--- src/rtl/paged_sram_pkg.sv ---
package paged_sram_pkg;
  typedef enum logic [2:0] {
    ST_IDLE,
    ST_PLOAD,
    ST_RD,
    ST_WSET,
    ST_WSTB,
    ST_WHLD
  } eng_state_e;

  localparam int unsigned BYTES_PER_WORD = 4;
endpackage

--- src/rtl/psc_page_track.sv ---
module psc_page_track #(
  parameter int unsigned PAGE_W = 8
) (
  input  logic              clk_i,
  input  logic              rst_ni,
  input  logic              load_i,
  input  logic [PAGE_W-1:0] load_page_i,
  input  logic [PAGE_W-1:0] cmp_page_i,
  output logic              hit_o
);
  logic              valid_q;
  logic [PAGE_W-1:0] page_q;

  always_ff @(posedge clk_i or negedge rst_ni) begin
    if (!rst_ni) begin
      valid_q <= 1'b0;
      page_q  <= '0;
    end else if (load_i) begin
      valid_q <= 1'b1;
      page_q  <= load_page_i;
    end
  end

  assign hit_o = valid_q && (page_q == cmp_page_i);


  page_held_chk: assert property (@(posedge clk_i) disable iff (!rst_ni)
    load_i |=> (hit_o == (cmp_page_i == $past(load_page_i))));
endmodule

--- src/rtl/psc_byte_engine.sv ---
module psc_byte_engine
  import paged_sram_pkg::*;
#(
  parameter int unsigned ADDR_W   = 24,
  parameter int unsigned LO_W     = 16,
  parameter int unsigned RD_WAIT  = 2,
  parameter int unsigned WR_PULSE = 1,
  localparam int unsigned PAGE_W  = ADDR_W - LO_W,
  localparam int unsigned MAX_CNT = (RD_WAIT > WR_PULSE) ? RD_WAIT : WR_PULSE,
  localparam int unsigned CNT_W   = (MAX_CNT > 1) ? $clog2(MAX_CNT) : 1,
  localparam int unsigned IDX_W   = $clog2(BYTES_PER_WORD)
) (
  input  logic              clk_i,
  input  logic              rst_ni,
  input  logic              req_valid_i,
  output logic              req_ready_o,
  input  logic [ADDR_W-1:0] req_addr_i,
  input  logic              req_we_i,
  input  logic [31:0]       req_wdata_i,
  input  logic              page_hit_i,
  output logic              page_ld_o,
  output logic [PAGE_W-1:0] page_o,
  output logic              rd_valid_o,
  output logic [31:0]       rd_data_o,
  output logic              err_o,
  output logic [LO_W-1:0]   mem_addr_o,
  output logic [7:0]        mem_data_o,
  input  logic [7:0]        mem_data_i,
  output logic              mem_data_oe_o,
  output logic              mem_ce_no,
  output logic              mem_oe_no,
  output logic              mem_we_no
);
  localparam logic [CNT_W-1:0] RD_LAST = CNT_W'(RD_WAIT - 1);
  localparam logic [CNT_W-1:0] WR_LAST = CNT_W'(WR_PULSE - 1);
  localparam logic [IDX_W-1:0] IDX_LAST = IDX_W'(BYTES_PER_WORD - 1);

  eng_state_e        state_q;
  logic [IDX_W-1:0]  idx_q;
  logic [CNT_W-1:0]  cnt_q;
  logic [LO_W-1:0]   lo_q;
  logic [PAGE_W-1:0] pend_page_q;
  logic              we_q;
  logic [31:0]       wdata_q;
  logic [31:0]       rdata_q;
  logic              rd_valid_q;
  logic              err_q;

  always_ff @(posedge clk_i or negedge rst_ni) begin
    if (!rst_ni) begin
      state_q     <= ST_IDLE;
      idx_q       <= '0;
      cnt_q       <= '0;
      lo_q        <= '0;
      pend_page_q <= '0;
      we_q        <= 1'b0;
      wdata_q     <= '0;
      rdata_q     <= '0;
      rd_valid_q  <= 1'b0;
      err_q       <= 1'b0;
    end else begin
      rd_valid_q <= 1'b0;
      err_q      <= 1'b0;
      unique case (state_q)
        ST_IDLE: begin
          if (req_valid_i) begin
            if (req_addr_i[1:0] != 2'b00) begin
              err_q <= 1'b1;
            end else begin
              lo_q        <= req_addr_i[LO_W-1:0];
              pend_page_q <= req_addr_i[ADDR_W-1:LO_W];
              we_q        <= req_we_i;
              wdata_q     <= req_wdata_i;
              idx_q       <= '0;
              cnt_q       <= '0;
              if (!page_hit_i)   state_q <= ST_PLOAD;
              else if (req_we_i) state_q <= ST_WSET;
              else               state_q <= ST_RD;
            end
          end
        end
        ST_PLOAD: state_q <= we_q ? ST_WSET : ST_RD;
        ST_RD: begin
          if (cnt_q == RD_LAST) begin
            cnt_q <= '0;
            rdata_q[{idx_q, 3'b000} +: 8] <= mem_data_i;
            if (idx_q == IDX_LAST) begin
              state_q    <= ST_IDLE;
              rd_valid_q <= 1'b1;
            end else begin
              idx_q <= idx_q + 1'b1;
            end
          end else begin
            cnt_q <= cnt_q + 1'b1;
          end
        end
        ST_WSET: begin
          cnt_q   <= '0;
          state_q <= ST_WSTB;
        end
        ST_WSTB: begin
          if (cnt_q == WR_LAST) begin
            cnt_q   <= '0;
            state_q <= ST_WHLD;
          end else begin
            cnt_q <= cnt_q + 1'b1;
          end
        end
        ST_WHLD: begin
          if (idx_q == IDX_LAST) begin
            state_q <= ST_IDLE;
          end else begin
            idx_q   <= idx_q + 1'b1;
            state_q <= ST_WSET;
          end
        end
        default: state_q <= ST_IDLE;
      endcase
    end
  end

  logic wr_phase;
  assign wr_phase = (state_q == ST_WSET) || (state_q == ST_WSTB) || (state_q == ST_WHLD);

  assign req_ready_o   = (state_q == ST_IDLE);
  assign page_ld_o     = (state_q == ST_PLOAD);
  assign page_o        = pend_page_q;
  assign rd_valid_o    = rd_valid_q;
  assign rd_data_o     = rdata_q;
  assign err_o         = err_q;
  assign mem_addr_o    = {lo_q[LO_W-1:IDX_W], idx_q};
  assign mem_data_o    = wdata_q[{idx_q, 3'b000} +: 8];
  assign mem_data_oe_o = wr_phase;
  assign mem_ce_no     = !(wr_phase || (state_q == ST_RD));
  assign mem_oe_no     = (state_q != ST_RD);
  assign mem_we_no     = (state_q != ST_WSTB);


  pld_single_chk: assert property (@(posedge clk_i) disable iff (!rst_ni)
    page_ld_o |=> !page_ld_o);

  pld_no_ce_chk: assert property (@(posedge clk_i) disable iff (!rst_ni)
    page_ld_o |-> mem_ce_no);

  we_data_chk: assert property (@(posedge clk_i) disable iff (!rst_ni)
    !mem_we_no |-> mem_data_oe_o);

  we_setup_chk: assert property (@(posedge clk_i) disable iff (!rst_ni)
    $fell(mem_we_no) |-> $past(mem_data_oe_o));

  we_hold_chk: assert property (@(posedge clk_i) disable iff (!rst_ni)
    $rose(mem_we_no) |-> mem_data_oe_o);

  no_contend_chk: assert property (@(posedge clk_i) disable iff (!rst_ni)
    !mem_oe_no |-> !mem_data_oe_o);

  rdv_pulse_chk: assert property (@(posedge clk_i) disable iff (!rst_ni)
    rd_valid_o |=> !rd_valid_o);

  rdv_ready_chk: assert property (@(posedge clk_i) disable iff (!rst_ni)
    rd_valid_o |-> req_ready_o);

  err_quiet_chk: assert property (@(posedge clk_i) disable iff (!rst_ni)
    err_o |-> (mem_ce_no && !page_ld_o && req_ready_o));

  busy_after_accept_chk: assert property (@(posedge clk_i) disable iff (!rst_ni)
    (req_valid_i && req_ready_o && req_addr_i[1:0] == 2'b00) |=> !req_ready_o);
endmodule

--- src/rtl/paged_sram_ctrl.sv ---
module paged_sram_ctrl #(
  parameter int unsigned ADDR_W   = 24,
  parameter int unsigned LO_W     = 16,
  parameter int unsigned RD_WAIT  = 2,
  parameter int unsigned WR_PULSE = 1,
  localparam int unsigned PAGE_W  = ADDR_W - LO_W
) (
  input  logic              clk_i,
  input  logic              rst_ni,
  input  logic              req_valid_i,
  output logic              req_ready_o,
  input  logic [ADDR_W-1:0] req_addr_i,
  input  logic              req_we_i,
  input  logic [31:0]       req_wdata_i,
  output logic              rd_valid_o,
  output logic [31:0]       rd_data_o,
  output logic              err_o,
  output logic              page_ld_o,
  output logic [PAGE_W-1:0] page_o,
  output logic [LO_W-1:0]   mem_addr_o,
  output logic [7:0]        mem_data_o,
  input  logic [7:0]        mem_data_i,
  output logic              mem_data_oe_o,
  output logic              mem_ce_no,
  output logic              mem_oe_no,
  output logic              mem_we_no
);
  logic page_hit;

  psc_page_track #(.PAGE_W(PAGE_W)) u_track (
    .clk_i       (clk_i),
    .rst_ni      (rst_ni),
    .load_i      (page_ld_o),
    .load_page_i (page_o),
    .cmp_page_i  (req_addr_i[ADDR_W-1:LO_W]),
    .hit_o       (page_hit)
  );

  psc_byte_engine #(
    .ADDR_W   (ADDR_W),
    .LO_W     (LO_W),
    .RD_WAIT  (RD_WAIT),
    .WR_PULSE (WR_PULSE)
  ) u_engine (
    .clk_i         (clk_i),
    .rst_ni        (rst_ni),
    .req_valid_i   (req_valid_i),
    .req_ready_o   (req_ready_o),
    .req_addr_i    (req_addr_i),
    .req_we_i      (req_we_i),
    .req_wdata_i   (req_wdata_i),
    .page_hit_i    (page_hit),
    .page_ld_o     (page_ld_o),
    .page_o        (page_o),
    .rd_valid_o    (rd_valid_o),
    .rd_data_o     (rd_data_o),
    .err_o         (err_o),
    .mem_addr_o    (mem_addr_o),
    .mem_data_o    (mem_data_o),
    .mem_data_i    (mem_data_i),
    .mem_data_oe_o (mem_data_oe_o),
    .mem_ce_no     (mem_ce_no),
    .mem_oe_no     (mem_oe_no),
    .mem_we_no     (mem_we_no)
  );


  reset_idle_chk: assert property (@(posedge clk_i) disable iff (!rst_ni)
    $rose(rst_ni) |-> (req_ready_o && mem_ce_no));
endmodule

--- config.mk ---
export PLATFORM = sky130hd
export DESIGN_NAME = paged_sram_ctrl
export DESIGN_NICKNAME = d
export VERILOG_FILES = /design/src/rtl/paged_sram_pkg.sv /design/src/rtl/psc_page_track.sv /design/src/rtl/psc_byte_engine.sv /design/src/rtl/paged_sram_ctrl.sv
export SDC_FILE = /design/constraint.sdc
export NUM_CORES = 1
export LEC_CHECK = 0
export BUFFER_PORTS_ARGS = -buffer_cell sky130_fd_sc_hd__buf_4
export CAP_MARGIN = 25
export CORE_MARGIN = 2
export CORE_UTILIZATION = 25
export CTS_CLUSTER_DIAMETER = 60
export DETAILED_ROUTE_END_ITERATION = 8
export HOLD_SLACK_MARGIN = 0.02
export MAX_ROUTING_LAYER = met4
export SYNTH_ARGS = -nofsm -noshare
export SYNTH_HDL_FRONTEND = slang
export SYNTH_SLANG_ARGS = --single-unit
--- constraint.sdc ---
create_clock -name clk_i -period 2.2 [get_ports clk_i]
set_clock_uncertainty 0.1 [all_clocks]
set_input_delay 0.11 -clock clk_i [delete_from_list [all_inputs] [get_ports clk_i]]
set_output_delay 0.11 -clock clk_i [all_outputs]
set_load 0.01 [all_outputs]
==> results.py <==
metrics = {
    "clocking": {
        "ctsHtreeMaxLevel": 3,
        "ctsHoldBuffers": 65,
        "cts_sinks": 104,
        "cts.clk_slew.worst_paths_ns": 0.07,
        "cts_made_buffers": 9,
        "insertion_delay_ns": 0.36,
        "cts_tree": "yes",
        "clockBufferDepth": 2,
        "cts_root_buf": "clkbuf_16",
        "postCtsSetupBuffers": 0,
        "ctsResizeCount": 0,
    },
    "setup_path": {
        "critPathTopFamily": "multiplexers",
        "cp_max_fo": 10,
        "path_depth": 3,
        "cp-end-kind": "output port",
        "reg2reg_depth": 4,
        "critPathArrivalTime_ns": 1.74,
        "slowest_delay_ns": 0.56,
        "endpoint": "mem_data_o[4]",
        "rr_startpoint": "u_engine.state_q[2]",
        "crit_type": "register to output port",
        "crit_chain": "buf_4 -> mux4_2 -> buf_4",
        "crit_buf_inv": 2,
        "cp.required_ns": 1.99,
        "cp_slowest_cell": "mux4_2",
        "reg2reg_to": "u_engine.wdata_q[18]",
        "ff2ff_setup_slack_ns": 0.33,
        "critPathLaunch": "u_engine.idx_q[0]",
        "critPathMostFrequentCell": "buf_4",
        "cp-start-kind": "register",
    },
    "drt": {
        "dr_total_vias": 3510,
        "drcViolationCount": 0,
        "drt_iter0_drc": 160,
        "wl_per_cell_um": 14.88,
        "ant_nets": 0,
        "totalWireLength_um": 12070,
        "via_per_inst": 4.328,
        "dr.pass1.iters": 5,
    },
    "worst_hold_path": {
        "min_path_type": "input pin to register",
    },
    "synth": {
        "synth.area.top_cells": "dfrtp_1 55%, mux2_4 16%, nand2_1 5.8%",
        "ys_seq_area_share_pct": 54.90,
        "synth_warnings": 0,
        "synth_top_cell_by_area": "dfrtp_1",
        "syn_avg_cell_area_um2": 13.10,
        "syn_nets": 436,
        "synth_top_area_share_pct": 54.90,
        "syn_area_mm2": 0.004741,
        "synth_cell_types": 40,
        "syn_inst": 362,
        "ys_ff_latch": 104,
    },
    "grt": {
        "grtUsageTotal_pct": 12.90,
        "grt_pass1_wl_um": 19490,
        "antenna_found_initial": 0,
        "globalRoute.totalOverflow": 0,
        "grt_pass1_vias": 3695,
        "grt_max_degree": 48,
    },
    "sta": {
        "rsz0062_at_grt": "false",
        "fin_crit_sh_pct": 88.66,
        "final_max_slew_viol_count": 0,
        "worst_slack_ns": 0.2494,
        "fin_crit_ns": 1.951,
        "setup_tns_ns": 0,
        "max-slew-margin-rel_pct": 60.27,
        "setup_viol": 0,
        "worstMarginPinSlew_ns": 0.5959,
        "hold_violations": 0,
        "timing.fmax_ghz": 0.5127,
    },
    "cells_and_area": {
        "antenna_cells": 0,
        "fillCellCount": 1809,
        "syn2layout_area_growth_pct": 47.74,
        "multi_input_area_mm2": 0.002014,
        "drive_gt1_share_pct": 42.81,
        "finalInstanceArea_mm2": 0.007004,
        "layout_commonest_cell": "buf_4",
        "final_cell_mix": "149 x buf_4, 104 x dfrtp_1, 73 x nand2_1",
        "regArea_mm2": 0.002603,
        "fin_nets": 646,
    },
    "pwr": {
        "power.density_mw_per_mm2": 1240,
        "p_leak_nw": 3.360,
        "peakVddDrop_uv": 611.9,
    },
    "floorplan": {
        "die_h_um": 141.7,
        "start_util_pct": 25.43,
        "fp.coreArea_mm2": 0.01864,
        "die-area_mm2": 0.02008,
        "row_count": 50,
        "ioPinCount": 140,
        "die_x_um": 141.7,
    },
    "placement": {
        "place.port_buffers": 139,
        "place.gp.congestion": 0.7700,
        "place_hpwl_um": 8506,
        "dp_slack_ns": 0.3426,
        "place_area_mm2": 0.006063,
    },
    "run": {
        "maxCapViolCount": 0,
    },
    "run_status": {
        "outcome": "finished clean",
    },
}
## where the power goes
group | internal (mW) | total, mW | leakage [nW] | switching, mW
logic | 2.24 | 3.76 | 1.97 | 1.53
clock network | 0.815 | 1.57 | 0.140 | 0.758
registers | 2.78 | 3.35 | 1.25 | 0.571
total | 5.83 | 8.69 | 3.36 | 2.86
## layer usage
| metal | vias up | GRT usage, % | part of all wire (%) |
|---|---|---|---|
| met2 | 133 | 20.06 | 47 |
| met1 | 1690 | 16.12 | 45 |
| met5 | - | - | 0 |
| li1 | 1671 | - | - |
| met3 | 16 | 3.746 | 6.1 |
| met4 | 0 | 4.526 | 1.3 |
## state kept, by name, indices dropped and copies added (netlist names), 2 cells and up
| register | flops |
|---|---|
| u_engine.page_o | 8 |
| u_track.page_q | 8 |
| u_engine.rd_data_o | 32 |
| u_engine.lo_q | 14 |
| u_engine.wdata_q | 32 |
| u_engine.state_q | 3 |
| u_engine.idx_q | 2 |
## worst reg2reg max path, delay by kind of cell, from the launching register on
family                 cells  cell delay (ns)
flip-flops                 1             0.50
AND/OR/NAND/NOR            2             0.48
multiplexers               1             0.40
buffers and inverters      1             0.28
## how the worst min path moves through the flow
stage,cells past startpoint,from,to,slack [ns]
after floorplan,0,rst_ni,u_engine.cnt_q,-0.29
after global placement,1,rst_ni,u_engine.rd_data_o[6],0.05
after detailed placement,1,rst_ni,u_engine.rd_data_o[5],0.06
after CTS,3,req_addr_i[0],u_engine.err_o,0.05
after global routing,3,req_addr_i[0],u_engine.err_o,0.07
final,3,req_addr_i[0],u_engine.err_o,0.07
## synth_stat cells
| cell | n |
|---|---|
| xnor2_1 | 8 |
| nand4_1 | 1 |
| nand2_1 | 73 |
| inv_1 | 4 |
| mux2_1 | 1 |
| nor2_1 | 5 |
| and4bb_2 | 1 |
| buf_6 | 5 |
| nor3_4 | 1 |
| o31a_1 | 1 |
| and3b_1 | 1 |
| mux4_2 | 8 |
| a21boi_0 | 1 |
| nand3_4 | 1 |
| a21boi_2 | 1 |
| mux2_2 | 13 |
| nor3b_2 | 1 |
| o31ai_1 | 3 |
| ha_1 | 6 |
| a21oi_1 | 7 |
| nand2b_1 | 3 |
| buf_2 | 6 |
| or2_2 | 2 |
| mux2i_1 | 1 |
| clkbuf_1 | 4 |
| nand3_1 | 1 |
| nor3_1 | 3 |
| nand3b_1 | 2 |
| a31oi_1 | 1 |
| a2111oi_2 | 1 |
| o21ai_0 | 31 |
| and2_1 | 5 |
| buf_4 | 1 |
| o32a_1 | 1 |
| mux2_4 | 50 |
| dfrtp_1 | 104 |
| o21bai_2 | 1 |
| nor2_4 | 1 |
| nor2b_1 | 1 |
| o22ai_1 | 1 |
## cell families after synthesis
group	synth area share, %
AOI/OAI and AO/OA	6.097
adders and majority gates	1.583
muxes	23.17
xor gates and xnor gates	1.478
buffers and inverters	2.613
and+or+nand+nor	10.16
DFF	54.90
## area by class of cell
cell class | count | area share, %
flip-flops and latches | 104 | 37.16
clock inverters | 6 | 0.7324
clock buffers | 10 | 3.412
well taps | 234 | 4.180
multi-input cells | 238 | 28.76
inverters | 4 | 0.2144
repair buffers | 215 | 25.54
## stage by stage
stage / cells / utilization [%] / hold WS [ns] / power [mW]
after floorplan: 362 / - / -0.2856 / 5.447
after global routing: 811 / 37.57 / 0.06990 / 9.283
final: 811 / 37.57 / 0.07382 / 8.685
after CTS: 811 / 37.57 / 0.04628 / 8.821
after global placement: 730 / 32.52 / 0.04915 / 6.951
after detailed placement: 730 / 32.52 / 0.05903 / 7.081
No activity file was read; power rests on OpenSTA's default activity.
